File: src/rtl/ata_ident_pkg.sv
package ata_ident_pkg;

    localparam logic [2:0] A_DATA    = 3'd0;
    localparam logic [2:0] A_SECCNT  = 3'd2;
    localparam logic [2:0] A_LBAHI   = 3'd5;
    localparam logic [2:0] A_STATCMD = 3'd7;

    localparam logic [7:0] OP_ID_ATA = 8'hEC;
    localparam logic [7:0] OP_ID_PKT = 8'hA1;

    localparam int B_BSY = 7;
    localparam int B_RDY = 6;
    localparam int B_DF  = 5;
    localparam int B_DRQ = 3;
    localparam int B_ERR = 0;

    // sector count in the top byte, LBA high in the bottom byte
    localparam logic [31:0] PKT_SIG = {8'h01, 8'h01, 8'h14, 8'hEB};

    typedef enum logic [1:0] {DEV_NONE = 2'd0, DEV_ATA = 2'd1, DEV_PKT = 2'd2} dev_e;
    typedef enum logic [1:0] {V_WAIT, V_OK, V_FAIL} verdict_e;
    typedef enum logic [1:0] {PH_RDY, PH_DRQ_ATA, PH_DRQ_PKT} phase_e;
    typedef enum logic [2:0] {
        S_IDLE, S_POLL, S_CMD, S_SIG, S_CHK, S_DATA, S_FIN, S_FAIL
    } st_e;

endpackage

File: src/rtl/ata_status_eval.sv
module ata_status_eval
    import ata_ident_pkg::*;
(
    input  logic [7:0] status,
    input  logic [7:0] mask,
    output verdict_e   verdict
);
    always_comb begin
        if (status[B_BSY]) begin
            verdict = V_WAIT;              // busy hides every other bit
        end else if (status[B_ERR] || status[B_DF]) begin
            verdict = V_FAIL;
        end else if ((status & mask) != 8'h00) begin
            verdict = V_OK;
        end else begin
            verdict = V_WAIT;
        end
    end
endmodule

File: src/rtl/ata_poll_timer.sv
module ata_poll_timer #(
    parameter int LIMIT = 1000
) (
    input  logic clk,
    input  logic rst_n,
    input  logic clear,
    input  logic tick,
    output logic expired
);
    localparam int PW = $clog2(LIMIT + 1);
    localparam logic [PW-1:0] TOP = PW'(LIMIT);

    logic [PW-1:0] cnt_d, cnt_q;

    always_comb begin
        cnt_d = cnt_q;
        if (clear) begin
            cnt_d = '0;
        end else if (tick && cnt_q != TOP) begin
            cnt_d = cnt_q + 1'b1;
        end
    end

    always_ff @(posedge clk) begin
        if (!rst_n) cnt_q <= '0;
        else        cnt_q <= cnt_d;
    end

    assign expired = (cnt_q == TOP);

    a_r11_no_wrap: assert property (@(posedge clk) disable iff (!rst_n)
        (cnt_q == TOP && !clear) |=> (cnt_q == TOP));
endmodule

File: src/rtl/ata_sig_match.sv
module ata_sig_match
    import ata_ident_pkg::*;
(
    input  logic [31:0] bytes_in,
    output logic        match
);
    logic [3:0] byte_eq;
    for (genvar i = 0; i < 4; i++) begin : g_byte
        assign byte_eq[i] = (bytes_in[8*i +: 8] == PKT_SIG[8*i +: 8]);
    end
    assign match = &byte_eq;
endmodule

File: src/rtl/ata_ident_seq.sv
module ata_ident_seq
    import ata_ident_pkg::*;
#(
    parameter int WORDS      = 256,
    parameter int POLL_LIMIT = 100000
) (
    input  logic        clk,
    input  logic        rst_n,
    input  logic        start,
    output logic        reg_req,
    output logic        reg_we,
    output logic [2:0]  reg_addr,
    output logic [15:0] reg_wdata,
    input  logic [15:0] reg_rdata,
    input  logic        reg_ack,
    output logic [1:0]  dev_type,
    output logic        pkt16,
    output logic        word_valid,
    output logic [15:0] word,
    output logic        done,
    output logic        err
);
    localparam int CW = $clog2(WORDS);
    localparam logic [CW-1:0] LAST = CW'(WORDS - 1);

    typedef struct packed {
        st_e          st;
        phase_e       ph;
        logic         req;
        logic         we;
        logic [2:0]   addr;
        logic [15:0]  wdata;
        logic         skip;
        logic [1:0]   sig_idx;
        logic [31:0]  sig;
        logic [CW-1:0] wcnt;
        logic         wvld;
        logic [15:0]  word;
        logic         done;
        logic         err;
        dev_e         dev;
        logic         pkt16;
    } ctl_t;

    ctl_t     ctl_d, ctl_q;
    verdict_e verdict;
    logic     tmr_clr, tmr_tick, tmr_exp;
    logic     sig_ok;
    logic [7:0] wait_mask;

    assign wait_mask = (ctl_q.ph == PH_RDY) ? 8'(1 << B_RDY) : 8'(1 << B_DRQ);

    ata_status_eval u_eval (
        .status  (reg_rdata[7:0]),
        .mask    (wait_mask),
        .verdict (verdict)
    );

    ata_poll_timer #(.LIMIT(POLL_LIMIT)) u_timer (
        .clk     (clk),
        .rst_n   (rst_n),
        .clear   (tmr_clr),
        .tick    (tmr_tick),
        .expired (tmr_exp)
    );

    ata_sig_match u_sig (
        .bytes_in (ctl_q.sig),
        .match    (sig_ok)
    );

    always_comb begin
        ctl_d      = ctl_q;
        ctl_d.wvld = 1'b0;
        ctl_d.done = 1'b0;
        tmr_clr    = 1'b0;
        tmr_tick   = 1'b0;
        case (ctl_q.st)
            S_IDLE: begin
                if (start) begin
                    ctl_d.err   = 1'b0;
                    ctl_d.dev   = DEV_NONE;
                    ctl_d.pkt16 = 1'b0;
                    ctl_d.ph    = PH_RDY;
                    ctl_d.skip  = 1'b0;
                    ctl_d.req   = 1'b1;
                    ctl_d.we    = 1'b0;
                    ctl_d.addr  = A_STATCMD;
                    ctl_d.st    = S_POLL;
                    tmr_clr     = 1'b1;
                end
            end
            S_POLL: begin
                if (reg_ack) begin
                    if (ctl_q.skip) begin
                        ctl_d.skip = 1'b0;      // settle read, contents unused
                    end else begin
                        case (verdict)
                            V_WAIT: begin
                                if (tmr_exp) begin
                                    ctl_d.req = 1'b0;
                                    ctl_d.st  = S_FAIL;
                                end else begin
                                    tmr_tick = 1'b1;
                                end
                            end
                            V_OK: begin
                                case (ctl_q.ph)
                                    PH_RDY: begin
                                        ctl_d.st    = S_CMD;
                                        ctl_d.we    = 1'b1;
                                        ctl_d.wdata = {8'h00, OP_ID_ATA};
                                        ctl_d.ph    = PH_DRQ_ATA;
                                    end
                                    PH_DRQ_ATA: begin
                                        ctl_d.dev  = DEV_ATA;
                                        ctl_d.st   = S_DATA;
                                        ctl_d.addr = A_DATA;
                                        ctl_d.wcnt = '0;
                                    end
                                    default: begin
                                        ctl_d.st   = S_DATA;
                                        ctl_d.addr = A_DATA;
                                        ctl_d.wcnt = '0;
                                    end
                                endcase
                            end
                            default: begin
                                if (ctl_q.ph == PH_DRQ_ATA) begin
                                    ctl_d.st      = S_SIG;
                                    ctl_d.addr    = A_SECCNT;
                                    ctl_d.sig_idx = 2'd0;
                                end else begin
                                    ctl_d.req = 1'b0;
                                    ctl_d.st  = S_FAIL;
                                end
                            end
                        endcase
                    end
                end
            end
            S_CMD: begin
                if (reg_ack) begin
                    ctl_d.we   = 1'b0;
                    ctl_d.addr = A_STATCMD;
                    ctl_d.skip = 1'b1;
                    ctl_d.st   = S_POLL;
                    tmr_clr    = 1'b1;
                end
            end
            S_SIG: begin
                if (reg_ack) begin
                    ctl_d.sig = {ctl_q.sig[23:0], reg_rdata[7:0]};
                    if (ctl_q.sig_idx == 2'd3) begin
                        ctl_d.req = 1'b0;
                        ctl_d.st  = S_CHK;
                    end else begin
                        ctl_d.sig_idx = ctl_q.sig_idx + 2'd1;
                        ctl_d.addr    = ctl_q.addr + 3'd1;
                    end
                end
            end
            S_CHK: begin
                if (sig_ok) begin
                    ctl_d.dev   = DEV_PKT;
                    ctl_d.req   = 1'b1;
                    ctl_d.we    = 1'b1;
                    ctl_d.addr  = A_STATCMD;
                    ctl_d.wdata = {8'h00, OP_ID_PKT};
                    ctl_d.ph    = PH_DRQ_PKT;
                    ctl_d.st    = S_CMD;
                end else begin
                    ctl_d.st = S_FAIL;
                end
            end
            S_DATA: begin
                if (reg_ack) begin
                    ctl_d.wvld = 1'b1;
                    ctl_d.word = reg_rdata;
                    if (ctl_q.wcnt == '0 && ctl_q.dev == DEV_PKT) begin
                        ctl_d.pkt16 = (reg_rdata[1:0] == 2'b01);
                    end
                    if (ctl_q.wcnt == LAST) begin
                        ctl_d.req = 1'b0;
                        ctl_d.st  = S_FIN;
                    end else begin
                        ctl_d.wcnt = ctl_q.wcnt + 1'b1;
                    end
                end
            end
            S_FIN: begin
                ctl_d.done = 1'b1;
                ctl_d.st   = S_IDLE;
            end
            default: begin
                ctl_d.err = 1'b1;
                ctl_d.dev = DEV_NONE;
                ctl_d.req = 1'b0;
                ctl_d.st  = S_IDLE;
            end
        endcase
    end

    always_ff @(posedge clk) begin
        if (!rst_n) begin
            ctl_q <= '{st: S_IDLE, ph: PH_RDY, dev: DEV_NONE, default: '0};
        end else begin
            ctl_q <= ctl_d;
        end
    end

    assign reg_req    = ctl_q.req;
    assign reg_we     = ctl_q.we;
    assign reg_addr   = ctl_q.addr;
    assign reg_wdata  = ctl_q.wdata;
    assign dev_type   = ctl_q.dev;
    assign pkt16      = ctl_q.pkt16;
    assign word_valid = ctl_q.wvld;
    assign word       = ctl_q.word;
    assign done       = ctl_q.done;
    assign err        = ctl_q.err;

    a_r12_req_hold: assert property (@(posedge clk) disable iff (!rst_n)
        (reg_req && !reg_ack) |=> (reg_req && $stable(reg_addr) && $stable(reg_we)
                                   && $stable(reg_wdata)));

    a_r5_word_from_data_read: assert property (@(posedge clk) disable iff (!rst_n)
        word_valid |-> $past(reg_req && reg_ack && !reg_we && reg_addr == A_DATA));

    a_r9_done_after_word: assert property (@(posedge clk) disable iff (!rst_n)
        done |-> ($past(word_valid) && dev_type != DEV_NONE && !err));

    a_r7_pkt_cmd_needs_sig: assert property (@(posedge clk) disable iff (!rst_n)
        (reg_req && reg_we && reg_wdata[7:0] == OP_ID_PKT) |-> (dev_type == DEV_PKT));

    a_r8_err_clears_type: assert property (@(posedge clk) disable iff (!rst_n)
        err |-> (dev_type == DEV_NONE));

    a_r10_pkt16_only_pkt: assert property (@(posedge clk) disable iff (!rst_n)
        pkt16 |-> (dev_type == DEV_PKT));
endmodule

File: config.mk
export PLATFORM = sky130hd
export DESIGN_NAME = ata_ident_seq
export DESIGN_NICKNAME = d
export VERILOG_FILES = /design/src/rtl/ata_ident_pkg.sv /design/src/rtl/ata_status_eval.sv /design/src/rtl/ata_poll_timer.sv /design/src/rtl/ata_sig_match.sv /design/src/rtl/ata_ident_seq.sv
export SDC_FILE = /design/constraint.sdc
export NUM_CORES = 1
export LEC_CHECK = 0
export BUFFER_PORTS_ARGS = -buffer_cell sky130_fd_sc_hd__buf_2
export CORE_MARGIN = 5
export CORE_UTILIZATION = 62
export CTS_CLUSTER_SIZE = 20
export DETAILED_ROUTE_END_ITERATION = 10
export GPL_TIMING_DRIVEN = 0
export PLACE_DENSITY = 0.85
export REMOVE_ABC_BUFFERS = 1
export SYNTH_ARGS = -nofsm -noshare
export SYNTH_HDL_FRONTEND = slang
export SYNTH_SLANG_ARGS = --single-unit
export TNS_END_PERCENT = 20
File: constraint.sdc
create_clock -name clk -period 3.8 [get_ports clk]
set_clock_uncertainty 0.05 [all_clocks]
set_input_delay 0.19 -clock clk [delete_from_list [all_inputs] [get_ports clk]]
set_output_delay 0.19 -clock clk [all_outputs]
set_load 0.01 [all_outputs]
==> flow_summary.json <==
{
  "p_leak_nw": 1.799,
  "synthArstFlopShare": 0,
  "hold_viol": 0,
  "cts_tree": "built",
  "final_cells": 701,
  "design_area_mm2": 0.005014,
  "antenna_found_initial": 0,
  "grt_use_total": 0.2189,
  "worst_ep_required_time_ps": 3990,
  "synthFlopType": "dfxtp_1",
  "ys_seq_area_frac": 0.3993,
  "post-cts-setup-buffer-count": 0,
  "dp.cells": 685,
  "rr_startpoint": "ctl_q[89]",
  "slowest_delay_ps": 1030,
  "numCtsBuffers": 9,
  "place_area_mm2": 0.004817,
  "pin_count": 63,
  "drv_slew": 0,
  "start_kind": "register",
  "hold_path_end": "word[11]",
  "initial_utilization": 0.6262,
  "wire_per_inst_um": 14.56,
  "cp_slowest_cell": "dfxtp_1",
  "grt_pass1_wl_um": 17760,
  "critical_path_buf_inv_count": 1,
  "hp-start": "reg_rdata[11]",
  "clkLatencyLatePin_ps": 370,
  "r2r_end": "reg_addr[2]",
  "die-width_um": 97.65,
  "drv_cap": 0,
  "port_buffers": 52,
  "post-route-drc-count": 0,
  "syn_area_mm2": 0.004763,
  "mostFrequentLayoutCell": "nand2_1",
  "nNetsFinal": 620,
  "die_height_um": 97.65,
  "hold_path_depth": 3,
  "gr-total-overflow": 0,
  "core_area_mm2": 0.007607,
  "clk_pin_slew_worst_paths_ps": 100,
  "cts_sinks": 95,
  "finalCritPeriodShare": 0.7849,
  "synth-edff-count": 0,
  "peakVddDrop_mv": 0.3530,
  "gp_congestion": 0.9058,
  "crit_path_max_fanout": 29,
  "wl_um": 10210,
  "period_minus_slack_ps": 2982,
  "num-fill-cells": 638,
  "h-tree-depth": 3,
  "cp.arrival_ps": 3180,
  "antenna_left": 0,
  "crit_path_end_kind": "register",
  "crit_family": "flip-flops",
  "avgSynthCellArea_um2": 8.101,
  "crit_chain": "clkinv_1 > nand2_1 > a311oi_1 > o21bai_1 > o311ai_0 > o31ai_1",
  "num_rows": 32,
  "cts_buffer_depth": 2,
  "dr.pass1.iters": 5,
  "setup_viol": 0,
  "grt_pass1_vias": 3880,
  "worst_pin_slew_ps": 1119,
  "ctsHoldBuffers": 0,
  "vias": 4035,
  "area_delta_synth_final_pct": 5.254,
  "crit_type": "register to register",
  "synth_cells": 588,
  "ys_types": 62,
  "viasPerCell": 5.756,
  "dpl.hpwl_um": 7053,
  "drt_iter0_drc": 300,
  "clock.fmax_mhz": 335.3,
  "status": "finished, final reports clean",
  "cts_resized": 0,
  "p_per_area_mw_per_mm2": 496.9,
  "slew_headroom": 0.2521,
  "grt_max_degree": 74,
  "cts_root_buf": "clkbuf_8",
  "die_area_mm2": 0.009536,
  "layout-drive-gt1-share": 0.1402,
  "hold_path.class": "input port to register",
  "diodes": 0,
  "layout_common_cells": "128 x nand2_1, 95 x dfxtp_1, 52 x buf_2",
  "rsz0062_at_grt": "false",
  "yosysWarnings": 0,
  "r2r_cells": 6,
  "synth_seq_cells": 95,
  "reg2reg_slack_ps": 820
}
==> registers in the layout (all words and copies together) (netlist names) <==
signal and cells:
ctl_q 48, u_timer.cnt_q 17, word 16, reg_addr 3
reg_wdata 3, dev_type 2, done 1, err 1
pkt16 1, reg_req 1, reg_we 1, word_valid 1
==> worst min-delay path, stage by stage <==
cell and delay, ps:
buf_2 90, nand2_1 40, a21boi_0 60
==> cell families (layout without fill, tap and decap cells) <==
kind of cell               count (synthesis)  count (layout)  synth area share
other                                      1              10         0.0007873
buffers and inverters                     77              79           0.09009
and+or+nand+nor                          262             262            0.2661
xor gates and xnor gates                  14              14           0.02574
muxes                                      8               8           0.01707
DFF                                       95              95            0.3993
AOI/OAI and AO/OA                        125             125            0.1852
adders and majority gates                  6               6           0.01576
==> layout make-up <==
class	instances	area (um^2)	area share
multi-input cells	425	2474	0.4934
repair buffers	54	282.8	0.05640
flip-flops and latches	95	1902	0.3793
clock buffers	10	137.6	0.02745
clock inverters	6	56.30	0.01123
inverters	9	33.78	0.006738
well taps	102	127.6	0.02546
==> through the flow <==
stage	worst slack (ps)	power [mW]	util	setup TNS [ps]	hold WS (ps)
after CTS	784.9	2.482	0.6587	0	3.322
after global placement	-802.3	1.808	0.6296	-21810	395.0
after global routing	625.7	2.619	0.6590	0	14.04
final	817.5	2.491	0.6590	0	11.75
after detailed placement	807.1	1.847	0.6332	0	400.7
after floorplan	398.9	1.635	-	0	257.5
==> synth_stat cells, drive strengths merged (9+ instances only) <==
| master | number | area share |
|---|---|---|
| o21ai | 23 | 0.024 |
| a21oi | 18 | 0.019 |
| nand2 | 128 | 0.10 |
| nor2b | 9 | 0.012 |
| dfxtp | 95 | 0.40 |
| buf | 39 | 0.060 |
| a21boi | 46 | 0.072 |
| nor2 | 39 | 0.031 |
| nor3 | 18 | 0.020 |
| xor2 | 10 | 0.018 |
| nand3 | 17 | 0.018 |
| clkbuf | 29 | 0.023 |
==> routing by layer <==
| metal | up-vias | wire length [um] | global-route usage |
|---|---|---|---|
| li1 | 2001 | - | - |
| met1 | 1889 | 4337 | 0.2729 |
| met2 | 132 | 5128 | 0.3774 |
| met3 | 13 | 561 | 0.03230 |
| met4 | 0 | 181 | 0.08946 |
| met5 | - | 0 | 0 |
==> worst max-delay path by stage <==
stage          slack, ps  startpoint  depth (start not counted)          end
2_1_floorplan        400   ctl_q[89]                          5    ctl_q[63]
3_3_place_gp        -800   ctl_q[89]                          5    ctl_q[63]
3_5_place_dp         810   ctl_q[89]                          5    ctl_q[27]
4_1_cts              780   ctl_q[89]                          5    ctl_q[27]
5_1_grt              630   ctl_q[89]                          6  reg_addr[2]
6_report             820   ctl_q[89]                          6  reg_addr[2]
==> power breakdown <==
part / switching, mW / total, mW / internal (mW)
clock: 0.377 / 0.642 / 0.264
sequential: 0.130 / 1.18 / 1.05
combinational: 0.416 / 0.670 / 0.254
total: 0.924 / 2.49 / 1.57
(Power assumes the default switching activity.)
